<file path="config.mk">
export PLATFORM = sky130hd
export DESIGN_NAME = jmp_target_unit
export DESIGN_NICKNAME = d
export VERILOG_FILES = /design/src/rtl/jtu_pkg.sv /design/src/rtl/jtu_decode.sv /design/src/rtl/jtu_addr.sv /design/src/rtl/jmp_target_unit.sv
export SDC_FILE = /design/constraint.sdc
export NUM_CORES = 1
export LEC_CHECK = 0
export BUFFER_PORTS_ARGS = -buffer_cell sky130_fd_sc_hd__buf_2
export CAP_MARGIN = 20
export CORE_UTILIZATION = 50
export CTS_CLUSTER_SIZE = 25
export DETAILED_ROUTE_END_ITERATION = 8
export PLACE_DENSITY_LB_ADDON = 0.08
export RECOVER_POWER = 25
export SETUP_SLACK_MARGIN = 0.15
export SLEW_MARGIN = 20
export SYNTH_ARGS = -nofsm -noshare
export SYNTH_HDL_FRONTEND = slang
export SYNTH_HIERARCHICAL = 1
export SYNTH_SLANG_ARGS = --single-unit
</file>
<file path="constraint.sdc">
create_clock -name clk_i -period 3.5 [get_ports clk_i]
set_input_delay 0.175 -clock clk_i [delete_from_list [all_inputs] [get_ports clk_i]]
set_output_delay 0.175 -clock clk_i [all_outputs]
set_load 0.05 [all_outputs]
</file>
<file path="src/rtl/jtu_pkg.sv">
package jtu_pkg;
  typedef enum logic [1:0] {ST_IDLE, ST_ABS_LO, ST_LONG_HI, ST_LONG_LO} jtu_state_e;
  typedef enum logic [1:0] {K_OTHER, K_IND, K_ABS, K_LONG} jtu_kind_e;

  localparam logic [7:0] OP_IND    = 8'h73;
  localparam logic [7:0] OP_LONG   = 8'h02;
  localparam logic [4:0] ABS_LOW5  = 5'b0_0001;
endpackage

</file>
<file path="src/rtl/jtu_decode.sv">
module jtu_decode
  import jtu_pkg::*;
(
  input  logic [7:0] op_i,
  output jtu_kind_e  kind_o
);
  always_comb begin
    if (op_i == OP_IND)              kind_o = K_IND;
    else if (op_i == OP_LONG)        kind_o = K_LONG;
    else if (op_i[4:0] == ABS_LOW5)  kind_o = K_ABS;
    else                             kind_o = K_OTHER;
  end
endmodule

</file>
<file path="src/rtl/jtu_addr.sv">
module jtu_addr #(
  parameter int ADDR_W = 16,
  parameter int DATA_W = 8,
  parameter int PAGE_W = 11
) (
  input  logic [DATA_W-1:0]        acc_i,
  input  logic [ADDR_W-1:0]        dptr_i,
  input  logic [ADDR_W-1:0]        pc_i,
  output logic [ADDR_W-1:0]        ind_tgt_o,
  output logic [ADDR_W-PAGE_W-1:0] page_o
);
  localparam int EXT_W = ADDR_W - DATA_W;
  logic [ADDR_W-1:0] next_pc;

  // wraps mod 2^ADDR_W
  assign ind_tgt_o = {{EXT_W{1'b0}}, acc_i} + dptr_i;
  // page of the following instruction, not of the opcode itself
  assign next_pc   = pc_i + ADDR_W'(2);
  assign page_o    = next_pc[ADDR_W-1:PAGE_W];
endmodule

</file>
<file path="src/rtl/jmp_target_unit.sv">
module jmp_target_unit
  import jtu_pkg::*;
#(
  parameter int ADDR_W = 16,
  parameter int DATA_W = 8
) (
  input  logic              clk_i,
  input  logic              rst_ni,
  input  logic              byte_valid_i,
  input  logic [DATA_W-1:0] byte_i,
  input  logic [ADDR_W-1:0] pc_i,
  input  logic [DATA_W-1:0] acc_i,
  input  logic [ADDR_W-1:0] dptr_i,
  output logic              tgt_valid_o,
  output logic [ADDR_W-1:0] tgt_pc_o,
  output logic              not_branch_o,
  output logic              busy_o
);
  localparam int SEL_W  = 3;
  localparam int PAGE_W = DATA_W + SEL_W;
  localparam int HI_W   = ADDR_W - DATA_W;

  jtu_state_e             state_q;
  jtu_kind_e              kind;
  logic [HI_W-1:0]        hi_q;
  logic [ADDR_W-1:0]      ind_tgt;
  logic [ADDR_W-PAGE_W-1:0] page;
  logic                   op_take;

  jtu_decode u_dec (.op_i(byte_i), .kind_o(kind));

  jtu_addr #(.ADDR_W(ADDR_W), .DATA_W(DATA_W), .PAGE_W(PAGE_W)) u_addr (
    .acc_i    (acc_i),
    .dptr_i   (dptr_i),
    .pc_i     (pc_i),
    .ind_tgt_o(ind_tgt),
    .page_o   (page)
  );

  assign op_take = byte_valid_i && (state_q == ST_IDLE);
  assign busy_o  = (state_q != ST_IDLE);

  always_ff @(posedge clk_i or negedge rst_ni) begin
    if (!rst_ni) begin
      state_q      <= ST_IDLE;
      hi_q         <= '0;
      tgt_pc_o     <= '0;
      tgt_valid_o  <= 1'b0;
      not_branch_o <= 1'b0;
    end else begin
      tgt_valid_o  <= 1'b0;
      not_branch_o <= 1'b0;
      if (byte_valid_i) begin
        unique case (state_q)
          ST_IDLE: begin
            unique case (kind)
              K_IND: begin
                tgt_pc_o    <= ind_tgt;
                tgt_valid_o <= 1'b1;
              end
              K_ABS: begin
                hi_q    <= {page, byte_i[DATA_W-1 -: SEL_W]};
                state_q <= ST_ABS_LO;
              end
              K_LONG:  state_q <= ST_LONG_HI;
              default: not_branch_o <= 1'b1;
            endcase
          end
          ST_LONG_HI: begin
            hi_q    <= byte_i[HI_W-1:0];
            state_q <= ST_LONG_LO;
          end
          default: begin  // ST_ABS_LO, ST_LONG_LO: last operand
            tgt_pc_o    <= {hi_q, byte_i};
            tgt_valid_o <= 1'b1;
            state_q     <= ST_IDLE;
          end
        endcase
      end
    end
  end


  ind_target_chk: assert property (@(posedge clk_i) disable iff (!rst_ni)
    op_take && (byte_i == OP_IND) |=>
      tgt_valid_o && (tgt_pc_o == $past(ADDR_W'(acc_i) + dptr_i)));


  abs_low_chk: assert property (@(posedge clk_i) disable iff (!rst_ni)
    byte_valid_i && (state_q == ST_ABS_LO) |=>
      tgt_valid_o && (tgt_pc_o[DATA_W-1:0] == $past(byte_i)));


  operand_not_op_chk: assert property (@(posedge clk_i) disable iff (!rst_ni)
    byte_valid_i && busy_o |=> !not_branch_o);


  excl_out_chk: assert property (@(posedge clk_i) disable iff (!rst_ni)
    !(tgt_valid_o && not_branch_o));


  idle_quiet_chk: assert property (@(posedge clk_i) disable iff (!rst_ni)
    !byte_valid_i |=> !tgt_valid_o && !not_branch_o && $stable(state_q));


  tgt_hold_chk: assert property (@(posedge clk_i) disable iff (!rst_ni)
    !tgt_valid_o |-> $stable(tgt_pc_o));
endmodule

</file>
# Word level (Yosys, flattened, before mapping)
# Cells that the tools add are included.
# totals
regBits	28
latch_bits	0
mem_bits_rw	0
rom_bits	0
in_bits	51
output_inout_bits	19
wordCells	40
mem_count	0
# classes
addsub	2
n_mul	0
n_div	0
order_cmp	0
n_eq_ne	10
n_shift	0
mux	15
n_bitwise	1
reduce_logical	7
# ops
cell	n
16-bit case mux with 2 select lines	1
16-bit by 2-bit adder with 16-bit output, second input constant	1
8-bit by 16-bit adder with 16-bit output	1
16-bit two-way mux	1
8-bit case mux with 2 select lines	1
8-bit by 2-bit == test with 1-bit output, second input constant	1
8-bit by 7-bit == test with 1-bit output, second input constant	1
8-bit two-way mux	1
2-bit case mux with 2 select lines	2
2-bit == test, second input constant	3
2-bit two-way mux	3
3-bit AND reduction	2
5-bit by 1-bit == test with 1-bit output, second input constant	1
1-bit two-way mux	5
2-bit by 1-bit inequality test with 1-bit output, second input constant	2
2-bit nonzero test	2
3-bit by 1-bit inequality test with 1-bit output, second input constant	1
3-bit OR reduction	1
2-bit by 1-bit == test with 1-bit output, second input constant	1
2-bit zero test	1
1-bit case mux with 2 select lines	1
2-bit AND reduction	1
1-bit NOT	1

# Logic depth before layout (Yosys ltp)
# depth
ltp_word	9
mapped_depth	8
ltp_nobuf	8

# Modules after synthesis
# The synthesis kept the hierarchy.
# by_module_without_submodules
mod	instances	cells_each	area_per_inst_um2	seq_area_each_um2
jmp_target_unit	1	94	1365.1	700.7
jtu_addr	1	94	706.9	0.0
jtu_decode	1	6	45.0	0.0

# Worst setup path before layout
# No wires, ideal clock.
# synth_timing
kind	input to register
startpoint	input acc_i[0]
endpoint	register tgt_pc_o[6]
setup_time_ps	125
arrival_time_ps	1987
required_ps	3375
setup_slack_ps	1388
cell_stages	8
n_path_buf	0
cell_sequence	ha_1 > fa_1 > a211oi_1 > o21ai_1 > a21oi_1 > xnor2_1 > mux2_2 > mux2_2
# synth_via
elab_chain_len	3
# synth_rtl
item	line	source
start, declared	jmp_target_unit.sv:12	input logic [DATA_W-1:0] acc_i,
8-bit by 16-bit adder with 16-bit output	jtu_addr.sv:16	assign ind_tgt_o = {{EXT_W{1'b0}}, acc_i} + dptr_i;
net ind_tgt[6]	jmp_target_unit.sv:26	logic [ADDR_W-1:0] ind_tgt;
16-bit two-way mux	jmp_target_unit.sv:56	unique case (kind)
16-bit case mux with 2 select lines	jmp_target_unit.sv:54	unique case (state_q)
end signal, assigned	jmp_target_unit.sv:58	tgt_pc_o <= ind_tgt;
end signal, assigned	jmp_target_unit.sv:74	tgt_pc_o <= {hi_q, byte_i};
end, declared	jmp_target_unit.sv:15	output logic [ADDR_W-1:0] tgt_pc_o,
# The timed path passes the listed nets, and every way through them passes these cells. The select of a mux whose other input is x is not followed.
# A chain may end at the register's enable or synchronous reset.

# Final worst setup path
# layout_timing
startpoint	input byte_i[5]
endpoint	register tgt_pc_o[14]
# layout_via
elab_chain_len	6
word_cells_on_any_way	7
cone_classes	eq/ne (4); mux (2); reduce/logical (1)
# layout_rtl
item	line	source
start, declared	jmp_target_unit.sv:10	input logic [DATA_W-1:0] byte_i,
8-bit by 2-bit == test with 1-bit output	jtu_decode.sv:9	else if (op_i == OP_LONG) kind_o = K_LONG;
2-bit two-way mux	jtu_decode.sv:9	
2-bit two-way mux *	jtu_decode.sv:8	if (op_i == OP_IND) kind_o = K_IND;
net kind[0]	jmp_target_unit.sv:24	jtu_kind_e kind;
2-bit by 1-bit == test with 1-bit output *	jmp_target_unit.sv:56	
2-bit by 1-bit inequality test with 1-bit output (no source line) *	n/a	
3-bit AND reduction (no source line) *	n/a	
# Mark *: on every way through the listed nets, which the timed path passes. The rest lies on a longest branch.

==> flow_summary_export.csv <==
group,metric,value,unit
outcome,status,"finished clean",
global_route,grt_start_max_net_pins,29,
sta,drv_slew,0,
clocking,clockBufferDepth,2,
layout,ff_latch_area,701,um^2
yosys,yosysWarnings,6,
clocking,clock-root-buffer,"clkbuf_8",
hold_path,hp-class,"input pin to flop",
setup_path,critPathLaunchType,"input pin",
routing,viasPerCell,5.58,
routing,postRouteAntennaNets,0,
layout,area_growth,20.5,%
sta,finClkSkew,0.00475,ns
die,die_h,67.1,um
yosys,yosys_register_bits,28,
die,rows,23,
yosys,synthTopCellsByArea,"dfrtp_1 (33%), mux2_2 (26%), ha_1 (4.7%)",
yosys,syn_inst,194,
global_route,grt_pass1_vias,1473,
clocking,insertion_delay,0.27,ns
die,die-area,0.00450,mm^2
sta,hold_viol_final,0,
setup_path,crit_fanout,17,
layout,drive_gt1_share,49.2,%
layout,n_antenna_cell,0,
yosys,synth_seq_area_share,33.1,%
routing,dr.first_iter.drc_count,70,
sta,max_freq,438,MHz
layout,nFillCells,368,
clocking,path_clk_slew,0.09,ns
clocking,tritoncts.num_buffers,3,
layout,stdcell_area,0.00255,mm^2
die,io_pins,70,
power,p_leak,1.16,nW
sta,setup_tns,0,ns
setup_path,critical_path_arrival,2.44,ns
yosys,syn_area_per_cell,10.9,um^2
routing,drc,0,
setup_path,worstRegToRegCells,3,
placement,io_buffers,68,
layout,fin_util,63.3,%
setup_path,critical_path.cell_chain,"buf_2 > or4_1 > a21oi_1 > nor3b_1 > o21a_1 > mux2_2",
yosys,syn-num-nets,254,
die,initial_core_util,52.5,%
sta,finalSetupViolations,0,
routing,vias,1741,
setup_path,cp-end-kind,"flop",
placement,gp_congestion,0.761,
sta,worst_slew_pin_slew,1.43,ns
global_route,globalRouteTotalUtil,19.8,%
power,power,0.00130,W
global_route,grt_pass1_wl,6660,um
sta,holdWs,0.116,ns
yosys,synthesis.area,0.00212,mm^2
routing,wl,4380,um
yosys,synth_top_area_share,33.1,%
yosys,synth.distinct_cells,45,
setup_path,required,3.66,ns
power,power.density,510,mW/mm^2
placement,dpl_cell_area,0.00249,mm^2
setup_path,path_class,"input pin to flop",
hold_path,holdPathStages,2,
clocking,h-tree-depth,1,
sta,fin_crit_sh,65.2,%
global_route,grt_overflow,0,
yosys,synth_top_area_cell,"dfrtp_1",
global_route,antenna_found_initial,0,
flow_run,drv_cap,0,
clocking,cts_tree,"built",
layout,nets,323,
die,core,0.00403,mm^2
clocking,cts.sink_count,28,
setup_path,critPathSlowestCell,"o21a_1",
power,max-vdd-ir-drop,0.473,mV
layout,multi_input_area,0.00136,mm^2
sta,fin_crit,2.28,ns
setup_path,cpPeakStageDelay,0.64,ns
placement,hpwl,3480,um
routing,routedWlPerCell,14.0,um
sta,rsz0062_at_grt,"false",
die,fp.dieW,67.1,um
sta,max-slew-margin-rel,4.86,%
routing,drt_pre_antenna_iters,4,
cells in the final DEF (no fill, tap or decap), types with 6 or more instances in the layout:
cell     count
nand3_1      7
xnor2_1     11
a21oi_1     11
buf_2       67
nor2b_1      7
inv_1        6
mux2_2      48
dfrtp_1     28
nand4_1      7
ha_1         8
o21ai_0      7
flip-flops by register name, summed over array words and instances, names as in the netlist:
register and flops:
tgt_pc_o 16, state_q 2, tgt_valid_o 1, not_branch_o 1, hi_q 8
through the flow:
step	cells	setup WS [ns]
final	312	1.22
after global routing	312	1.11
after CTS	312	1.19
after detailed placement	307	0.912
after global placement	307	1.00
after floorplan	194	1.39
final timing paths:
path	from	end	slack, ns
min in group asynchronous	rst_ni	tgt_pc_o[3]	0.76
max reg2reg	state_q[0]	tgt_pc_o[15]	1.51
min reg2reg	tgt_pc_o[10]	tgt_pc_o[10]	0.51
min	byte_valid_i	state_q[1]	0.12
max	byte_i[5]	tgt_pc_o[14]	1.22
max in group asynchronous	rst_ni	hi_q[0]	1.90
layout make-up:
class / count / share of cell area, %
Multi-Input combinational cell: 155 / 53.4
Inverter: 6 / 0.883
Timing Repair Buffer: 69 / 13.7
Tap cell: 50 / 2.45
Sequential cell: 28 / 27.5
Clock buffer: 4 / 2.16
worst max-delay path, delay by kind of cell:
family / cells / cell delay, ns
AO/OA/AOI/OAI: 2 / 0.94
buffers and inverters: 1 / 0.13
multiplexers: 1 / 0.41
AND/OR/NAND/NOR: 2 / 0.78
synthesized netlist by cell type, drive strengths merged:
cell    number
or4          1
o21ai        9
mux2        48
fa           1
xnor2       11
and3         1
nand2        5
a31oi        1
buf          5
o22a         1
nand2b       2
o21a         3
nor4         2
dfrtp       28
nor3         1
nand4        7
o311ai       2
xor2         3
o211ai       3
and4b        1
nor3b        2
a211oi       4
nor2b        7
ha           8
o211a        1
and4         1
nor2         2
o22ai        1
or4b         2
a21oi       11
inv          6
nand4b       1
nand3b       1
or2          1
nand3        7
a21o         3
a311oi       1
where the power goes:
part / total, W / switching [W] / internal (W)
combinational: 0.000638 / 0.000423 / 0.000215
clock: 0.000194 / 0.0000939 / 0.000101
sequential: 0.000470 / 0.0000474 / 0.000422
total: 0.00130 / 0.000565 / 0.000737
repair_timing:
item | in CTS | in global routing
endpoints found under the hold margin | 28 | 0
gates resized for setup | 0 | 0
setup buffers | 0 | 0
hold buffers | 1 | 0
kinds of logic (layout without fill, tap and decap cells):
logic type | after synthesis | count (layout) | synth area share, %
AND/OR/NAND/NOR | 44 | 44 | 13.7
buffers and inverters | 11 | 79 | 2.60
AO/OA/AOI/OAI | 40 | 40 | 13.7
XOR/XNOR | 14 | 14 | 5.79
flip-flops | 28 | 28 | 33.1
adder cells (fa/ha/maj) | 9 | 9 | 5.67
multiplexers | 48 | 48 | 25.5
routing by layer:
metal | routed length [um] | track usage [%] | vias up
li1 | - | - | 871
met1 | 2120 | 26.9 | 827
met2 | 2010 | 32.6 | 41
met3 | 237 | 3.94 | 2
met4 | 19 | 3.19 | 0
met5 | 0 | 0 | -
No activity file was read; power rests on OpenSTA's default activity.
